`config.mk`:
```
export PLATFORM = sky130hd
export DESIGN_NAME = carry_sel_adder
export DESIGN_NICKNAME = d
export VERILOG_FILES = /design/src/rtl/csa_pkg.sv /design/src/rtl/csa_ripple_blk.sv /design/src/rtl/csa_sel_mux.sv /design/src/rtl/carry_sel_adder.sv
export SDC_FILE = /design/constraint.sdc
export NUM_CORES = 1
export LEC_CHECK = 0
export BUFFER_PORTS_ARGS = -buffer_cell sky130_fd_sc_hd__buf_2
export CORE_AREA = 4 4 41 43
export DETAILED_ROUTE_END_ITERATION = 10
export DIE_AREA = 0 0 45 47
export PLACE_DENSITY_LB_ADDON = 0.08
export SETUP_SLACK_MARGIN = 0.2
export SLEW_MARGIN = 30
export SYNTH_ARGS = -nofsm -noshare
export SYNTH_HDL_FRONTEND = slang
export SYNTH_SLANG_ARGS = --single-unit
```
`constraint.sdc`:
```
create_clock -name vclk -period 7.83
set_input_delay 0 -clock vclk [all_inputs]
set_output_delay 0 -clock vclk [all_outputs]
set_load 0.1 [all_outputs]
```
`src/rtl/csa_pkg.sv`:
```
package csa_pkg;
  localparam int unsigned CSA_DEF_BLK_W = 4;

  function automatic logic fa_sum(input logic a, input logic b, input logic ci);
    return a ^ b ^ ci;
  endfunction

  function automatic logic fa_carry(input logic a, input logic b, input logic ci);
    return (a & b) | (ci & (a ^ b));
  endfunction
endpackage

```
`src/rtl/csa_ripple_blk.sv`:
```
module csa_ripple_blk
  import csa_pkg::*;
#(
  parameter int unsigned W = 4
) (
  input  logic [W-1:0] a,
  input  logic [W-1:0] b,
  input  logic         ci,
  output logic [W-1:0] s,
  output logic         co
);
  logic [W:0] chain;
  assign chain[0] = ci;

  for (genvar i = 0; i < W; i++) begin : g_bit
    assign s[i]       = fa_sum(a[i], b[i], chain[i]);
    assign chain[i+1] = fa_carry(a[i], b[i], chain[i]);
  end

  assign co = chain[W];
endmodule

```
`src/rtl/csa_sel_mux.sv`:
```
module csa_sel_mux #(
  parameter int unsigned W = 5
) (
  input  logic         sel,
  input  logic [W-1:0] d0,
  input  logic [W-1:0] d1,
  output logic [W-1:0] y
);
  always_comb begin
    y = sel ? d1 : d0;
  end
endmodule

```
`src/rtl/carry_sel_adder.sv`:
```
module carry_sel_adder
  import csa_pkg::*;
#(
  parameter int unsigned BLK_W = CSA_DEF_BLK_W
) (
  input  logic [2*BLK_W-1:0] a_in,
  input  logic [2*BLK_W-1:0] b_in,
  input  logic               c_in,
  output logic [2*BLK_W-1:0] sum_out,
  output logic               c_out
);
  localparam int unsigned TOT_W = 2 * BLK_W;
  localparam int unsigned RES_W = BLK_W + 1;

  logic [BLK_W-1:0] lo_sum;
  logic             lo_co;
  logic [BLK_W-1:0] hi_sum0, hi_sum1;
  logic             hi_co0, hi_co1;
  logic [RES_W-1:0] hi_pick;

  csa_ripple_blk #(.W(BLK_W)) u_lo (
    .a (a_in[BLK_W-1:0]),
    .b (b_in[BLK_W-1:0]),
    .ci(c_in),
    .s (lo_sum),
    .co(lo_co)
  );

  csa_ripple_blk #(.W(BLK_W)) u_hi0 (
    .a (a_in[TOT_W-1:BLK_W]),
    .b (b_in[TOT_W-1:BLK_W]),
    .ci(1'b0),
    .s (hi_sum0),
    .co(hi_co0)
  );

  csa_ripple_blk #(.W(BLK_W)) u_hi1 (
    .a (a_in[TOT_W-1:BLK_W]),
    .b (b_in[TOT_W-1:BLK_W]),
    .ci(1'b1),
    .s (hi_sum1),
    .co(hi_co1)
  );

  csa_sel_mux #(.W(RES_W)) u_sel (
    .sel(lo_co),
    .d0 ({hi_co0, hi_sum0}),
    .d1 ({hi_co1, hi_sum1}),
    .y  (hi_pick)
  );

  assign sum_out = {hi_pick[BLK_W-1:0], lo_sum};
  assign c_out   = hi_pick[BLK_W];
endmodule

```
==> impl_metrics.toml, run 1 <==
[placed_design]
dp_cells = 68
finalWeightedCongestion = 0.579
place.port_buffers = 26
hpwl_um = 525

[power_and_ir_drop]
peakVddDrop_uv = 83.7
internal_power_mw = 0.0143
seqPwrFrac_pct = 0
clockPowerShare_pct = 0
power_frac_comb_pct = 100.0
switching_power_mw = 0.0764
leakage_nw = 0.255
swShare_pct = 84.3
power_density_nw_per_um2 = 234

[sta]
period_minus_slack_ns = 3.32
tightest_slew_ns = 0.486
fmax_mhz = 302
finalSetupViolCount = 0
fin_crit_sh_pct = 42.3
grt_setup_unrepaired = "no"
slew_viol_final = 0
hold_viol = 0
tns_ns = 0
slew_headroom_pct = 67.8

[die]
initial_utilization_pct = 18.4
die_x_um = 45
dieArea_um2 = 2120
die_h_um = 47
num_rows = 13
ioPinCount = 26
core-area_um2 = 1300

[yosys]
postSynthCellCount = 27
synthDistinctLibCells = 6
synth_nets = 53
seq_area_frac_synth_pct = 0
ys_warn_count = 0
syn_area_per_cell_um2 = 8.85
syn_area_um2 = 239

[setup_path]
startpoint = "a_in[0]"
critPathCaptureType = "primary output"
crit_type = "input port to primary output"
required_ns = 7.83
worst_setup_path_start_kind = "input port"
arrival_ns = 3.32
critical_path.max_fanout = 3

[detailed_routing]
ant_nets = 0
wirelength_um = 503
drc_errors = 0
firstDrtPassIters = 1
via_per_inst = 3.49
dr_total_vias = 237
drt_iter0_drc = 0
wire_per_inst_um = 7.40

[layout]
final_cell_mix = "buf_2, inv_1, fa_1"
fin_nets = 81
nFlopsAndLatches = 0
ff_latch_area_um2 = 0
layout-drive-gt1-share_pct = 49.1
syn_to_final_growth_pct = 62.3
layout_commonest_cell = "buf_2"
final-instance-count-excl-fill = 68
clkbuf_count = 0
antennaDiodeCount = 0
nFillCells = 161

[global_routing]
grt_pass1_vias = 235
grt_pass1_wl_um = 869
overflow = 0
antenna_found_initial = 0
grt_usage_pct = 5.24
grt_max_degree = 4

[job]
maxCapViolations = 0

[clock_tree]
cts_setup_buffers = 0
cts_hold_buffers = 0
cts_resized = 0

[hold_path]
holdPathEnd = "sum_out[4]"
min_from = "b_in[4]"
holdPathStages = 5
hold_class = "input port to primary output"

[run_status]
status = "finished clean"
power by group through the flow:
stage / Combinational [mW] / Clock, mW / Sequential (mW)
floorplan: 0.0800 / 0 / 0
global placement: 0.0920 / 0 / 0
detailed placement: 0.0918 / 0 / 0
CTS: 0.0919 / 0 / 0
global route: 0.0964 / 0 / 0
finish: 0.0907 / 0 / 0
how the worst max path moves through the flow:
stage / end / slack, ns / cells past startpoint
after global placement: sum_out[7] / 4.48 / 15
after floorplan: sum_out[7] / 4.60 / 13
after CTS: sum_out[7] / 4.47 / 15
after global routing: sum_out[7] / 4.29 / 15
after detailed placement: sum_out[7] / 4.49 / 15
final: sum_out[7] / 4.51 / 15
metal layers:
metal | GRT usage (%) | vias up | wire [um]
met5 | 0 | - | 0
met4 | 0 | 0 | 0
met3 | 0 | 0 | 81
met2 | 9.04 | 16 | 221
met1 | 7.83 | 101 | 200
li1 | - | 120 | -
logic make-up (layout without fill, tap and decap cells):
family | after synthesis | in the layout | share of synthesized area (%)
buf+inv | 15 | 41 | 23.6
fa+ha+maj | 9 | 9 | 69.1
xor+xnor | 1 | 1 | 3.67
compound gates | 1 | 1 | 2.09
simple gates | 1 | 1 | 1.57
cells in the mapped netlist, drive strengths merged:
cell type  count  share of area (%)
xnor2          1                3.7
inv           15                 24
nor2           1                1.6
fa             7                 59
a21oi          1                2.1
ha             2                 10
per-stage QoR:
step           utilization (%)  setup WS [ns]  cell area [um2]  total power, mW  hold WS [ns]
3_5_place_dp              29.8           4.49              388           0.0918         0.617
5_1_grt                   29.8           4.29              388           0.0964         0.666
4_1_cts                   29.8           4.47              388           0.0919         0.623
3_3_place_gp              29.8           4.48              388           0.0920         0.625
6_report                  29.8           4.51              388           0.0907         0.613
2_1_floorplan                -           4.60              239           0.0800         0.560
critical path: stages:
cell	delay (ns)
buf_2	0.11
fa_1	0.44
fa_1	0.39
fa_1	0.36
inv_1	0.07
fa_1	0.22
nor2_1	0.05
a21oi_1	0.15
fa_1	0.20
inv_1	0.05
fa_1	0.35
inv_1	0.07
fa_1	0.40
inv_1	0.06
buf_2	0.41
area by class of cell:
| cell class | instances | area, um2 | area share, % |
|---|---|---|---|
| inverter | 15 | 56.3 | 14.5 |
| multi-input combinational | 12 | 183 | 47.1 |
| tap | 15 | 18.8 | 4.84 |
| timing repair buffer | 26 | 130 | 33.5 |
Note: power is estimated with default switching activity, not from simulation.
==> run 2: changes to the inputs <==
Clock period 7.83 ns to 3.2 ns, I/O delays scaled along.
==> run 2 against run 1 <==
Combinational power rose to 2.9 times the previous value. Via count up 4.6%. Final cell count up 2.9%. First-iteration DRC count up 1. Critical path type unchanged.
==> impl_metrics.toml, run 2 (synthesis gave the netlist of run 1 again) <==
[sta]
slew_headroom_pct = 67.4
hold_slack_ns = 0.480
period_minus_slack_ns = 2.98
tightest_slew_ns = 0.492
hold_viol = 0
finalSetupViolCount = 0
fin_crit_sh_pct = 93.3
tns_ns = 0
slew_viol_final = 0
grt_setup_unrepaired = "yes"
fmax_mhz = 335

[die]
die_x_um = 45
core-area_um2 = 1300
die_h_um = 47
dieArea_um2 = 2120
num_rows = 13
initial_utilization_pct = 18.4
ioPinCount = 26

[layout]
fin_nets = 83
nFlopsAndLatches = 0
ff_latch_area_um2 = 0
layout_commonest_cell = "buf_2"
final_cell_mix = "buf_2, inv_1, fa_2"
syn_to_final_growth_pct = 97.4
clkbuf_count = 0
layout-drive-gt1-share_pct = 67.3
antennaDiodeCount = 0
final_util_pct = 36.3

[detailed_routing]
firstDrtPassIters = 3
ant_nets = 0
drc_errors = 0
wirelength_um = 493
via_per_inst = 3.54
wire_per_inst_um = 7.04
drt_iter0_drc = 1
dr_total_vias = 248

[setup_path]
slowest_delay_ns = 0.44
arrival_ns = 2.98
critical_path.max_fanout = 3
path_depth = 15
critPathTopFamily = "adder cells"
worst_setup_path_start_kind = "input port"
crit_type = "input port to primary output"
cp_cell_sequence = "buf_2 > fa_2 > fa_2 > fa_2 > inv_2 > fa_2 > nor2_1 > a21oi_2 > fa_2 > inv_1 > fa_1 > inv_1 > fa_1 > clkinvlp_4 > buf_12"
required_ns = 3.20
cpMostUsedCell = "fa_2"
cp_slowest_cell = "fa_1"
crit_buf_inv = 6
critPathCaptureType = "primary output"

[power_and_ir_drop]
peakVddDrop_uv = 198
power_density_nw_per_um2 = 551
leakage_nw = 0.265

[placed_design]
finalWeightedCongestion = 0.567
hpwl_um = 515
place.port_buffers = 26

[global_routing]
grt_pass1_wl_um = 828
grt_max_degree = 4
grt_usage_pct = 4.84
grt_pass1_vias = 238
overflow = 0
antenna_found_initial = 0

[hold_path]
holdPathStages = 3
hold_class = "input port to primary output"

[job]
maxCapViolations = 0

[run_status]
status = "finished clean"
[run 2: changes by cell type in the layout (fill, tap and decap cells not counted), moves of 3 or more]
cell and change:
fa_2 +5, inv_1 -3, buf_12 +3, buf_2 -3
fa_1 -5
[run 2: through the flow]
stage | area (um2) | power, mW | instances | worst slack (ns)
2_1_floorplan | 246 | 0.201 | 27 | 0.144
3_3_place_gp | 448 | 0.257 | 69 | 0.0573
3_5_place_dp | 448 | 0.257 | 69 | 0.0485
4_1_cts | 472 | 0.263 | 70 | 0.139
5_1_grt | 472 | 0.273 | 70 | 0.0821
6_report | 472 | 0.260 | 70 | 0.215
[run 2: layout make-up]
| type | instances | area, um2 |
|---|---|---|
| Fill cell | 144 | 830 |
| Multi-Input combinational cell | 12 | 199 |
| Tap cell | 15 | 18.8 |
| Inverter | 15 | 63.8 |
| Timing Repair Buffer | 28 | 190 |
[run 2: path summary, 6_finish.rpt]
| check | startpoint | end | slack [ns] |
|---|---|---|---|
| setup / recovery | a_in[0] | sum_out[7] | 0.22 |
| hold / removal | b_in[6] | sum_out[6] | 0.48 |
[run 2: routing by layer]
metal | part of all wire (%) | vias up | track usage [%]
met4 | 0 | 0 | 0
li1 | - | 125 | -
met2 | 53 | 15 | 9.04
met1 | 31 | 108 | 6.45
met3 | 16 | 0 | 0.383
met5 | 0 | - | 0
[run 2: power breakdown]
group          internal, mW  leakage [nW]  switching, mW
Combinational        0.0640         0.265          0.196
Clock                     0             0              0
Sequential                0             0              0
[run 2: tightest hold or removal path: cells and delay by family]
family,cells,cell delay (ns)
adder cells (fa/ha/maj),1,0.20
buffers and inverters,2,0.27
[run 2: timing repair]
item,CTS,global route
gates cloned,0,0
buffers inserted,1,0
setup endpoints to repair,1,1
endpoints found under the hold margin,0,0
resized for setup,7,0
pin swaps,3,3
hold buffers,0,0
==> run 3: changes to the inputs <==
Settings changed: BUFFER_PORTS_ARGS -buffer_cell sky130_fd_sc_hd__buf_2 to default, DONT_BUFFER_PORTS from default to 1.
==> run 3 against run 2 <==
Routed wire length decreased by 7.1%. First-iteration DRC count shrank 100%. Critical path type unchanged. Critical endpoint unchanged. Global-route usage shrank 0.72 points. Via count fell by 27%. Sequential share of layout area unchanged.
==> impl_metrics.toml, run 3 (synthesis gave the netlist of run 1 again) <==
[run_status]
status = "finished clean"

[power_and_ir_drop]
leakage_nw = 0.186
power_mw = 0.244
power_density_nw_per_um2 = 675
peakVddDrop_uv = 218

[sta]
tightest_slew_ns = 0.531
finalSetupViolCount = 0
hold_slack_ns = 0.416
fin_crit_sh_pct = 90.7
slew_headroom_pct = 64.7
tns_ns = 0
hold_viol = 0
grt_setup_unrepaired = "no"
slew_viol_final = 0
period_minus_slack_ns = 2.90
fmax_mhz = 345

[die]
core-area_um2 = 1300
die_h_um = 47
initial_utilization_pct = 18.4
ioPinCount = 26
dieArea_um2 = 2120
die_x_um = 45
num_rows = 13

[global_routing]
grt_util_met3_pct = 0.383
grt_max_degree = 4
met1_usage_pct = 4.60
grt_usage_pct = 4.12
grt_pass1_wl_um = 683
use_met2_pct = 8.76
grt_pass1_vias = 184
busiest_layer = "met2"
overflow = 0
antenna_found_initial = 0

[placed_design]
hpwl_um = 475
placedInstanceArea_um2 = 345
finalWeightedCongestion = 0.539
place.port_buffers = 0

[detailed_routing]
dr_total_vias = 181
wirelength_um = 458
drc_errors = 0
drt_iter0_drc = 0
wire_per_inst_um = 9.16
via_per_inst = 3.62
firstDrtPassIters = 1
ant_nets = 0

[hold_path]
hold_class = "input port to primary output"

[layout]
nFlopsAndLatches = 0
fin_nets = 63
finalInstanceArea_um2 = 362
syn_to_final_growth_pct = 51.3
clkbuf_count = 0
layout-drive-gt1-share_pct = 51.4
antennaDiodeCount = 0
nFillCells = 145
final_cell_mix = "inv_1, buf_4, fa_2"
layout_commonest_cell = "inv_1"
ff_latch_area_um2 = 0

[setup_path]
critPathTopFamily = "adder cells"
arrival_ns = 2.90
cp_slowest_cell = "fa_1"
cp_cell_sequence = "fa_2 > fa_2 > fa_2 > inv_2 > fa_2 > nor2_1 > a21oi_2 > fa_2 > inv_1 > fa_1 > inv_1 > fa_1 > clkinvlp_4 > buf_12"
critical_path.max_fanout = 3
critPathCaptureType = "primary output"
slowest_delay_ns = 0.44
required_ns = 3.20
crit_buf_inv = 5
crit_type = "input port to primary output"
cpMostUsedCell = "fa_2"
worst_setup_path_start_kind = "input port"

[job]
maxCapViolations = 0

[clock_tree]
cts_setup_buffers = 0
## run 3: worst paths after layout
path	from	to	slack [ns]	cells past startpoint
worst max-delay path	a_in[0]	sum_out[7]	0.30	14
worst min-delay path	b_in[6]	sum_out[6]	0.42	2
## run 3: power by group
| group | internal, mW | switching [mW] |
|---|---|---|
| Clock | 0 | 0 |
| Combinational | 0.0552 | 0.189 |
| Sequential | 0 | 0 |
| Total | 0.0552 | 0.189 |
## run 3: per-stage QoR
stage	setup WS [ns]	utilization (%)	instances
2_1_floorplan	0.144	-	27
3_3_place_gp	0.176	26.5	50
3_5_place_dp	0.123	26.5	50
4_1_cts	0.230	27.8	50
5_1_grt	0.202	27.8	50
6_report	0.299	27.8	50
## run 3: final cells by class
type	instances	area [um2]	area share, %
inverters	15	63.8	17.6
repair buffers	8	72.6	20.1
multi-input cells	12	206	57.1
well taps	15	18.8	5.19
## run 3: timing repair
item | CTS | global route
setup endpoints to repair | 1 | 1
gates resized for setup | 7 | 0
pin swaps | 3 | 4
hold buffers | 0 | 0
## run 3: layer usage
metal	vias to the layer above	part of all wire, %
li1	84	-
met1	82	26
met2	15	58
met3	0	16
met4	0	0
met5	-	0
